$ cat config.mk
export PLATFORM = sky130hd
export DESIGN_NAME = agc_ctrl
export DESIGN_NICKNAME = d
export VERILOG_FILES = /design/src/rtl/agc_pkg.sv /design/src/rtl/agc_timer.sv /design/src/rtl/agc_fsm.sv /design/src/rtl/agc_ctrl.sv
export SDC_FILE = /design/constraint.sdc
export NUM_CORES = 1
export LEC_CHECK = 0
export ABC_AREA = 1
export BUFFER_PORTS_ARGS = -buffer_cell sky130_fd_sc_hd__buf_2
export CORE_AREA = 2 2 76 78
export CTS_BUF_LIST = sky130_fd_sc_hd__clkbuf_8
export CTS_CLUSTER_DIAMETER = 100
export DETAILED_ROUTE_END_ITERATION = 10
export DIE_AREA = 0 0 78 80
export SLEW_MARGIN = 30
export SYNTH_ARGS = -nofsm -noshare
export SYNTH_HDL_FRONTEND = slang
export SYNTH_HIERARCHICAL = 1
export SYNTH_SLANG_ARGS = --single-unit
$ cat constraint.sdc
create_clock -name clk -period 2.4 [get_ports clk]
set_clock_uncertainty 0.15 [all_clocks]
set_input_delay 0.48 -clock clk [delete_from_list [all_inputs] [get_ports clk]]
set_output_delay 0.48 -clock clk [all_outputs]
set_load 0.03 [all_outputs]
$ cat src/rtl/agc_pkg.sv
package agc_pkg;

    typedef enum logic [2:0] {
        ST_IDLE,
        ST_SKIP,
        ST_ATTACK,
        ST_HOLD,
        ST_QUIET
    } agc_state_t;

endpackage

$ cat src/rtl/agc_timer.sv
module agc_timer #(
    parameter int CNT_W = 6
) (
    input  logic             clk,
    input  logic             rst_n,
    input  logic             run,
    input  logic [CNT_W-1:0] limit,
    output logic             expire
);

    logic [CNT_W-1:0] cnt_q;

    assign expire = run && (cnt_q == limit - 1'b1);

    always_ff @(posedge clk or negedge rst_n) begin
        if (!rst_n) begin
            cnt_q <= '0;
        end else if (!run || expire) begin
            cnt_q <= '0;
        end else begin
            cnt_q <= cnt_q + 1'b1;
        end
    end

    // an interval count never passes its limit
    p_cnt_in_range_r5: assert property (@(posedge clk) disable iff (!rst_n)
        run |-> (cnt_q < limit));

endmodule

$ cat src/rtl/agc_fsm.sv
module agc_fsm
    import agc_pkg::*;
#(
    parameter int CODE_W   = 4,
    parameter int MAX_CODE = 10
) (
    input  logic              clk,
    input  logic              rst_n,
    input  logic              agc_en,
    input  logic              slow_decay,
    input  logic              skip_first,
    input  logic              above_attack,
    input  logic              above_decay,
    input  logic              atk_tick,
    input  logic              wait_tick,
    output logic              atk_run,
    output logic              wait_run,
    output logic [CODE_W-1:0] code_q,
    output logic              eor_q
);

    localparam logic [CODE_W-1:0] CODE_TOP = CODE_W'(MAX_CODE);

    agc_state_t        state_q, state_n;
    logic [CODE_W-1:0] code_n;
    logic              eor_n;
    logic [CODE_W-1:0] code_up;

    assign code_up  = (code_q == CODE_TOP) ? code_q : code_q + 1'b1;
    assign atk_run  = agc_en && (state_q == ST_ATTACK) && above_attack;
    assign wait_run = agc_en && (state_q == ST_QUIET) && !above_decay && !above_attack;

    always_comb begin
        state_n = state_q;
        code_n  = code_q;
        eor_n   = 1'b0;
        if (!agc_en) begin
            state_n = ST_IDLE;
            code_n  = '0;
        end else begin
            unique case (state_q)
                ST_IDLE: begin
                    if (above_attack) begin
                        if (skip_first) begin
                            state_n = ST_SKIP;
                        end else begin
                            state_n = ST_ATTACK;
                            code_n  = code_up;
                        end
                    end
                end
                ST_SKIP: begin
                    if (!above_attack) begin
                        state_n = above_decay ? ST_HOLD : ST_QUIET;
                    end
                end
                ST_ATTACK: begin
                    if (!above_attack) begin
                        state_n = above_decay ? ST_HOLD : ST_QUIET;
                    end else if (atk_tick) begin
                        code_n = code_up;
                    end
                end
                ST_HOLD: begin
                    if (above_attack) begin
                        state_n = ST_ATTACK;
                        code_n  = code_up;
                    end else if (!above_decay) begin
                        state_n = ST_QUIET;
                    end
                end
                ST_QUIET: begin
                    if (above_attack) begin
                        state_n = ST_ATTACK;
                        code_n  = code_up;
                    end else if (above_decay) begin
                        state_n = ST_HOLD;
                    end else if (wait_tick) begin
                        if (slow_decay && code_q > 1) begin
                            code_n = code_q - 1'b1;
                        end else begin
                            state_n = ST_IDLE;
                            code_n  = '0;
                            eor_n   = !slow_decay;
                        end
                    end
                end
                default: begin
                    state_n = ST_IDLE;
                    code_n  = '0;
                end
            endcase
        end
    end

    always_ff @(posedge clk or negedge rst_n) begin
        if (!rst_n) begin
            state_q <= ST_IDLE;
        end else begin
            state_q <= state_n;
        end
    end

    always_ff @(posedge clk or negedge rst_n) begin
        if (!rst_n) begin
            code_q <= '0;
            eor_q  <= 1'b0;
        end else begin
            code_q <= code_n;
            eor_q  <= eor_n;
        end
    end

    p_disable_clears_r1: assert property (@(posedge clk) disable iff (!rst_n)
        !agc_en |=> (state_q == ST_IDLE && code_q == '0));

    p_code_saturates_r3: assert property (@(posedge clk) disable iff (!rst_n)
        code_q <= CODE_TOP);

    p_no_rise_without_attack_r3: assert property (@(posedge clk) disable iff (!rst_n)
        !above_attack |=> (code_q <= $past(code_q)));

    p_hold_stable_r4: assert property (@(posedge clk) disable iff (!rst_n)
        (agc_en && state_q == ST_HOLD && above_decay && !above_attack) |=> $stable(code_q));

    p_done_at_max_r5: assert property (@(posedge clk) disable iff (!rst_n)
        eor_q |-> (code_q == '0 && state_q == ST_IDLE));

    p_decay_one_step_r7: assert property (@(posedge clk) disable iff (!rst_n)
        (code_q < $past(code_q)) |-> (code_q == '0 || code_q == $past(code_q) - 1'b1));

endmodule

$ cat src/rtl/agc_ctrl.sv
module agc_ctrl
    import agc_pkg::*;
#(
    parameter int CODE_W   = 4,
    parameter int MAX_CODE = 10,
    parameter int ATK_BASE = 2,
    parameter int DW_BASE  = 16
) (
    input  logic              clk,
    input  logic              rst_n,
    input  logic              agc_en,
    input  logic [2:0]        static_gain,
    input  logic              slow_decay,
    input  logic              skip_first,
    input  logic [1:0]        attack_rate,
    input  logic [1:0]        wait_sel,
    input  logic              above_attack,
    input  logic              above_decay,
    output logic [CODE_W-1:0] gain_code,
    output logic              reply_done
);

    localparam int AT_W = $clog2(ATK_BASE * 8 + 1);
    localparam int DW_W = $clog2(DW_BASE * 8 + 1);

    logic [AT_W-1:0]   atk_tab  [4];
    logic [DW_W-1:0]   wait_tab [4];
    logic              atk_run, wait_run, atk_tick, wait_tick;
    logic [CODE_W-1:0] loop_code;
    logic              loop_eor;

    for (genvar g = 0; g < 4; g++) begin : g_tab
        assign atk_tab[g]  = AT_W'(ATK_BASE << g);
        assign wait_tab[g] = DW_W'(DW_BASE << g);
    end

    agc_timer #(.CNT_W(AT_W)) u_atk_timer (
        .clk    (clk),
        .rst_n  (rst_n),
        .run    (atk_run),
        .limit  (atk_tab[attack_rate]),
        .expire (atk_tick)
    );

    agc_timer #(.CNT_W(DW_W)) u_wait_timer (
        .clk    (clk),
        .rst_n  (rst_n),
        .run    (wait_run),
        .limit  (wait_tab[wait_sel]),
        .expire (wait_tick)
    );

    agc_fsm #(.CODE_W(CODE_W), .MAX_CODE(MAX_CODE)) u_fsm (
        .clk          (clk),
        .rst_n        (rst_n),
        .agc_en       (agc_en),
        .slow_decay   (slow_decay),
        .skip_first   (skip_first),
        .above_attack (above_attack),
        .above_decay  (above_decay),
        .atk_tick     (atk_tick),
        .wait_tick    (wait_tick),
        .atk_run      (atk_run),
        .wait_run     (wait_run),
        .code_q       (loop_code),
        .eor_q        (loop_eor)
    );

    assign gain_code  = agc_en ? loop_code : CODE_W'(static_gain);
    assign reply_done = loop_eor;

endmodule

==> impl_metrics.json, run 1 <==
{
  "grt_usage_pct": 14.0,
  "nFillCells": 593,
  "drt_iter0_drc": 78,
  "reg2reg_from": "u_fsm/state_q[2]",
  "placed_cells": 448,
  "drive_gt1_share_pct": 18.1,
  "insertion_delay_ns": 0.25,
  "netlist.area_leader.share_pct": 25.8,
  "drt_pass1_iterations": 6,
  "synth_cells": 338,
  "initial_utilization_pct": 37.7,
  "ys_ff_latch": 21,
  "io_pins": 19,
  "synthTopCellsByArea": "dfrtp_1 26%, nand2_1 20%, nor2_1 10%, inv_1 8.7%, nand3_1 5.9%",
  "critPathLaunch": "wait_sel[1]",
  "ys_warn_count": 6,
  "port_buffers": 18,
  "cp.required_ns": 2.40,
  "ir_drop_mv": 0.377,
  "max_freq_ghz": 0.470,
  "cts_sinks": 21,
  "timing.rr.end": "u_fsm/code_q[2]",
  "yosys.area.top_type": "dfrtp_1",
  "die_area_sq_um": 6240,
  "hold_viol": 0,
  "post-route-period-util_pct": 88.6,
  "route.vias.total": 1992,
  "crit_path_start_kind": "input port",
  "placed_cell_area_sq_um": 2320,
  "rrSetupSlack_ns": 0.29,
  "die_h_microns": 80,
  "reg2regPathDepth": 12,
  "chipWidth_microns": 78,
  "grt_pass1_vias": 1733,
  "min_period_ns": 2.13,
  "grt_pass1_wl_microns": 7220,
  "routed_wl_microns": 4050,
  "wire_per_inst_microns": 8.94,
  "slew_viol_final": 0,
  "clk_pin_slew_ns": 0.07,
  "synth_common_cells": "111 x nand2_1, 55 x nor2_1, 47 x inv_1",
  "cts-root-buf": "clkbuf_8",
  "synthToLayoutAreaGrowth_pct": 17.7,
  "p_leak_nw": 1.27,
  "hold_path_class": "in2async",
  "final_nets": 404,
  "timing.hold.ws_ns": 0.0194,
  "critPathCapture": "u_fsm/code_q[2]",
  "viasPerCell": 4.40,
  "antenna_found_initial": 0,
  "p_total_mw": 1.50,
  "grt_max_degree": 22,
  "avgSynthCellArea_sq_um": 6.02,
  "finalSetupTns_ns": 0,
  "drc": 0,
  "core_sq_um": 5410,
  "cellPowerDensity_nw_per_um2": 624,
  "cts_buffer_depth": 2,
  "htree_levels": 1,
  "cp.arrival_ns": 2.12,
  "cap_viol_max_count": 0,
  "seq_area_frac_synth_pct": 25.8,
  "synth_most_common_cell": "nand2_1",
  "cts_tree": "done",
  "synth_area_sq_um": 2040,
  "cts_buffers": 3,
  "async_flop_share_pct": 100,
  "outcome": "completed",
  "antenna_cells": 0,
  "gp_congestion": 0.823,
  "rsz0062_at_grt": "false",
  "dp_hpwl_microns": 3290,
  "critPathMaxFanout": 4,
  "rows": 27,
  "path_class": "in2reg",
  "ys.flop_type": "dfrtp_1",
  "synth-edff-count": 0,
  "fin_area_sq_um": 2400,
  "grt-ovfl-total": 0,
  "fin_cells": 453,
  "ys_types": 26,
  "postRouteAntennaNets": 0,
  "crit_path_end_kind": "register",
  "setup_violations": 0
}
kinds of logic after synthesis:
family | Yosys count | share of synthesized area, %
compound gates | 16 | 4.43
simple gates | 222 | 48.0
buf+inv | 55 | 10.2
other cells | 1 | 0.184
xor+xnor | 15 | 6.45
flops | 21 | 25.8
fa+ha+maj | 8 | 4.92
metrics by stage:
stage          setup WS [ns]  utilization, %
6_report               0.273            44.3
4_1_cts                0.141            43.7
5_1_grt              0.00979            44.3
2_1_floorplan          0.239               -
3_3_place_gp          -0.132            42.8
3_5_place_dp          -0.129            42.8
placed cells by master, fill, tap and decap left out, types with 5 or more instances in the layout:
cell type and n:
o21ai_0 6, nand4_1 7, conb_1 15, nand2_2 7
xor2_1 10, buf_2 18, nor2_2 14, nand3_1 24
nor2_1 47, buf_4 8, a21oi_1 5, nand2_1 110
xnor2_1 5, inv_1 47, dfrtp_1 21, inv_2 8
ha_1 8
metal layers:
metal | routed length, microns | track usage [%]
met1 | 2070 | 18.6
met4 | 57 | 5.26
met3 | 90 | 1.24
met2 | 1830 | 23.8
met5 | 0 | 0
how the worst min path moves through the flow:
stage,startpoint,end,slack [ns]
CTS,rst_n,u_fsm/state_q[1],0.03
global placement,rst_n,u_fsm/state_q[0],0.31
finish,rst_n,u_fsm/state_q[1],0.02
detailed placement,rst_n,u_fsm/state_q[0],0.31
global route,rst_n,u_fsm/state_q[1],0.05
floorplan,rst_n,u_atk_timer/cnt_q[0],0.03
repair_timing:
item,CTS,global route
hold buffers,0,0
endpoints found under the setup margin,0,4
resized for setup,0,12
setup buffers,0,1
power by group:
group	total, mW	internal [mW]	switching (mW)
logic	0.803	0.294	0.509
registers	0.479	0.396	0.0825
clock network	0.214	0.114	0.101
total	1.50	0.803	0.692
sequential cells by signal (all words and copies together) (netlist names):
register and count:
u_fsm/code_q 4, u_fsm/eor_q 1, u_atk_timer/cnt_q 5, u_wait_timer/cnt_q 8, u_fsm/state_q 3
critical path, stage by stage:
cell,delay [ns]
buf_2,0.13
nor2_2,0.21
inv_1,0.06
nand2_1,0.06
nand2_1,0.06
nand2_1,0.06
nand3_1,0.08
nor2_2,0.13
nand2_2,0.09
nor2_4,0.12
inv_2,0.04
o211ai_1,0.23
nand4_1,0.21
nand2_1,0.11
nand2_1,0.05
layout make-up:
type                    instances  area [sq um]  share of cell area (%)
clock buffers                   3          41.3                    1.72
clock inverters                 1          3.75                   0.157
inverters                      54           203                    8.46
multi-input cells             276          1380                    57.7
flip-flops and latches         21           526                    21.9
well taps                      72          90.1                    3.76
repair buffers                 26           150                    6.27
Power figures use the tool's default switching activity.
==> inputs of run 2 (changes only) <==
Settings changed: PLACE_DENSITY_LB_ADDON from default to 0.12.
==> impl_metrics.json, run 2 (synthesis results as in run 1) <==
{
  "cts_buffers": 3,
  "final_common_cell": "nand2_1",
  "p_leak_nw": 1.28,
  "insertion_delay_ns": 0.25,
  "top_regs": "u_wait_timer/cnt_q: 8 flops, u_atk_timer/cnt_q: 5 flops, u_fsm/code_q: 4 flops",
  "min_period_ns": 2.21,
  "grt_max_degree": 22,
  "hold_viol": 0,
  "chipWidth_microns": 78,
  "grt_usage_pct": 14.6,
  "regMostFlops": "u_wait_timer/cnt_q",
  "timing.hold.ws_ns": 0.0195,
  "cts_sinks": 21,
  "antenna_cells": 0,
  "grt-ovfl-total": 0,
  "max_freq_ghz": 0.452,
  "slew_viol_final": 0,
  "largest_reg_flops": 8,
  "drc": 0,
  "final_nets": 404,
  "finalSetupTns_ns": 0,
  "multi_input_area_sq_um": 1400,
  "hold_path_class": "in2async",
  "core_sq_um": 5410,
  "outcome": "completed",
  "grt_pass1_vias": 1757,
  "cts_buffer_depth": 2,
  "setup_violations": 0,
  "io_pins": 19,
  "path_class": "in2reg",
  "ir_drop_mv": 0.399,
  "nFillCells": 587,
  "antenna_found_initial": 0,
  "drt_iter0_drc": 72,
  "cellPowerDensity_nw_per_um2": 614,
  "cp.arrival_ns": 2.21,
  "die_h_microns": 80,
  "reg2regPathDepth": 10,
  "cp.required_ns": 2.39,
  "gp_congestion": 0.824,
  "critPathMaxFanout": 4,
  "synthToLayoutAreaGrowth_pct": 18.4,
  "port_buffers": 18,
  "layout_common_cells": "110 x nand2_1, 49 x nor2_1, 47 x inv_1",
  "register_area_sq_um": 526,
  "crit_path_end_kind": "register",
  "die_area_sq_um": 6240,
  "routed_wl_microns": 4130,
  "cap_viol_max_count": 0,
  "hold_buffers": 0,
  "htree_levels": 1,
  "postRouteAntennaNets": 0,
  "dp_hpwl_microns": 3350,
  "wire_per_inst_microns": 9.11,
  "clk_pin_slew_ns": 0.07,
  "drt_pass1_iterations": 4,
  "cts-root-buf": "clkbuf_8",
  "route.vias.total": 1984,
  "initial_utilization_pct": 37.7,
  "crit_path_start_kind": "input port",
  "cts_tree": "done",
  "drive_gt1_share_pct": 17.8,
  "grt_pass1_wl_microns": 7540,
  "viasPerCell": 4.38,
  "post-route-period-util_pct": 92.2,
  "rows": 27
}
==> run 2: cell counts in the layout (fill, tap and decap cells not counted) <==
Identical to the previous run, type by type.
==> run 2: final cells by class <==
class | instances | area share (%)
repair buffers | 26 | 6.33
flip-flops and latches | 21 | 21.8
well taps | 72 | 3.74
clock buffers | 3 | 1.71
multi-input cells | 276 | 57.9
clock inverters | 1 | 0.156
inverters | 54 | 8.41
==> run 2: worst paths after layout <==
check	start	endpoint	slack, ns
max	wait_sel[1]	u_fsm/code_q[0]	0.19
min	rst_n	u_fsm/eor_q	0.02
max reg2reg	u_fsm/state_q[1]	u_fsm/code_q[0]	0.27
min reg2reg	u_wait_timer/cnt_q[0]	u_wait_timer/cnt_q[0]	0.35
max in group asynchronous	rst_n	u_wait_timer/cnt_q[7]	1.75
min in group clk	slow_decay	u_fsm/eor_q	0.30
==> run 2: what timing repair did <==
action                                  CTS  global route
endpoints found under the setup margin    0             4
resized for setup                         0            13
setup buffers                             0             1
==> run 2: stage by stage <==
stage / instances / power [mW] / cell area, sq um / worst slack [ns] / util [%]
2_1_floorplan: 352 / 1.08 / 2090 / 0.239 / -
3_3_place_gp: 448 / 1.25 / 2320 / -0.0600 / 42.8
3_5_place_dp: 448 / 1.26 / 2320 / -0.139 / 42.8
4_1_cts: 452 / 1.49 / 2360 / 0.130 / 43.7
5_1_grt: 453 / 1.63 / 2410 / -0.0151 / 44.6
6_report: 453 / 1.48 / 2410 / 0.187 / 44.6
==> run 2: where the power goes <==
group,internal [mW],switching [mW],total (mW)
Combinational,0.277,0.505,0.783
Clock,0.114,0.105,0.219
Sequential,0.396,0.0832,0.479
==> run 2: critical path: stages <==
cell and delay, ns:
buf_4 0.14, inv_1 0.09, nor2_4 0.06, nor2_1 0.09, nand2_1 0.07, o21ai_0 0.15, nand3_1 0.08, nor2_1 0.12
nand2_2 0.10, nor2_2 0.13, inv_1 0.06, o211ai_1 0.24, nand4_1 0.21, nand2_1 0.11, nand2_1 0.06
==> run 2: layer usage <==
layer	vias to the layer above	track usage, %	routed length (microns)
met1	853	19.3	2120
met5	-	0	0
met3	2	0.792	75
met2	18	25.7	1900
li1	1111	-	-
met4	0	4.21	34
==> inputs of run 3 (changes only) <==
--- a/config.mk
+++ b/config.mk
@@ -9,5 +9,4 @@
 export BUFFER_PORTS_ARGS = -buffer_cell sky130_fd_sc_hd__buf_2
 export CORE_AREA = 2 2 76 78
-export CTS_BUF_LIST = sky130_fd_sc_hd__clkbuf_8
 export CTS_CLUSTER_DIAMETER = 100
 export DETAILED_ROUTE_END_ITERATION = 10
--- a/constraint.sdc
+++ b/constraint.sdc
@@ -3,3 +3,3 @@
 set_input_delay 0.48 -clock clk [delete_from_list [all_inputs] [get_ports clk]]
 set_output_delay 0.48 -clock clk [all_outputs]
-set_load 0.03 [all_outputs]
+set_load 0.01 [all_outputs]
==> impl_metrics.json, run 3 (synthesis results as in run 1) <==
{
  "fin_cells": 453,
  "cp.arrival_ns": 2.21,
  "grt_usage_pct": 14.6,
  "slew_viol_final": 0,
  "cts_sinks": 21,
  "cts_buffers": 3,
  "worst_slack_ns": 0.187,
  "post-route-period-util_pct": 92.2,
  "antenna_cells": 0,
  "placed_cell_area_sq_um": 2320,
  "max_freq_ghz": 0.452,
  "drt_pass1_iterations": 4,
  "path_class": "in2reg",
  "die_area_sq_um": 6240,
  "initial_utilization_pct": 37.7,
  "antenna_found_initial": 0,
  "min_period_ns": 2.21,
  "grt_pass1_wl_microns": 7540,
  "placed_cells": 448,
  "regMostFlops": "u_wait_timer/cnt_q",
  "grt_max_degree": 22,
  "die_h_microns": 80,
  "clk_pin_slew_ns": 0.07,
  "ir_drop_mv": 0.403,
  "rows": 27,
  "layout_common_cells": "110 x nand2_1, 49 x nor2_1, 46 x inv_1",
  "top_regs": "u_wait_timer/cnt_q: 8 flops, u_atk_timer/cnt_q: 5 flops, u_fsm/code_q: 4 flops",
  "largest_reg_flops": 8,
  "io_pins": 19,
  "timing.hold.ws_ns": 0.0199,
  "final_common_cell": "nand2_1",
  "hold_viol": 0,
  "preCtsSetupSlack_ns": -0.139,
  "cts_buffer_depth": 2,
  "final_nets": 404,
  "cp.required_ns": 2.39,
  "grt-ovfl-total": 0,
  "drive_gt1_share_pct": 17.8,
  "postRouteAntennaNets": 0,
  "cts-root-buf": "clkbuf_8",
  "core_sq_um": 5410,
  "dp_hpwl_microns": 3350,
  "viasPerCell": 4.39,
  "synthToLayoutAreaGrowth_pct": 18.4,
  "gp_congestion": 0.824,
  "cellPowerDensity_nw_per_um2": 609,
  "wire_per_inst_microns": 9.11,
  "port_buffers": 18,
  "grt_pass1_vias": 1757,
  "outcome": "completed",
  "fin_area_sq_um": 2410,
  "cap_viol_max_count": 0,
  "p_leak_nw": 1.27,
  "hold_path_class": "in2async",
  "routed_wl_microns": 4130,
  "chipWidth_microns": 78,
  "drc": 0,
  "reg2regPathDepth": 10,
  "critPathMaxFanout": 4,
  "route.vias.total": 1988,
  "cts_tree": "done",
  "htree_levels": 1,
  "insertion_delay_ns": 0.25,
  "crit_path_start_kind": "input port",
  "crit_path_end_kind": "register",
  "drt_iter0_drc": 72,
  "setup_violations": 0
}
==> run 3: cell types whose count changed in the layout (fill, tap and decap cells not counted) <==
cell      before  now
clkbuf_1       0    1
inv_1         47   46
==> run 3: worst max-delay path, stage by stage <==
cell and delay (ns):
buf_4 0.14, inv_1 0.09, nor2_4 0.06, nor2_1 0.09, nand2_1 0.07, o21ai_0 0.15, nand3_1 0.08, nor2_1 0.12
nand2_2 0.10, nor2_2 0.13, inv_1 0.06, o211ai_1 0.24, nand4_1 0.21, nand2_1 0.11, nand2_1 0.06
==> run 3: power breakdown <==
part | leakage [nW] | switching (mW) | internal (mW)
Clock | 0.0228 | 0.105 | 0.118
Combinational | 0.962 | 0.490 | 0.277
Sequential | 0.290 | 0.0833 | 0.396
==> run 3: what timing repair did <==
item	4_1_cts	5_1_grt
buffers inserted	0	1
endpoints found under the setup margin	0	4
hold buffers	0	0
resized for setup	0	13
==> run 3: final timing paths <==
check / from / end / slack (ns)
max: wait_sel[1] / u_fsm/code_q[0] / 0.19
min: rst_n / u_fsm/eor_q / 0.02
max reg2reg: u_fsm/state_q[1] / u_fsm/code_q[0] / 0.27
min reg2reg: u_wait_timer/cnt_q[0] / u_wait_timer/cnt_q[0] / 0.35
max in group asynchronous: rst_n / u_wait_timer/cnt_q[7] / 1.75
min in group clk: slow_decay / u_fsm/eor_q / 0.30
==> run 3: metal layers <==
metal / global-route usage [%] / up-vias / wire length (microns)
met5: 0 / - / 0
met2: 25.7 / 20 / 1900
met4: 4.21 / 0 / 34
met3: 0.792 / 2 / 83
met1: 19.3 / 855 / 2110
li1: - / 1111 / -
==> run 3: final cells by class <==
type | instances | area [sq um]
clock buffer | 4 | 45.0
sequential | 21 | 526
multi-input combinational | 276 | 1400
inverter | 54 | 203
tap | 72 | 90.1
timing repair buffer | 26 | 153
fill | 587 | 2990
==> run 3: per-stage QoR <==
stage                     TNS, ns  total power [mW]  util [%]
after floorplan                 0              1.06         -
after global routing      -0.0151              1.62      44.6
after detailed placement   -0.523              1.24      42.8
after global placement     -0.210              1.24      42.8
final                           0              1.47      44.6
after CTS                       0              1.48      43.7
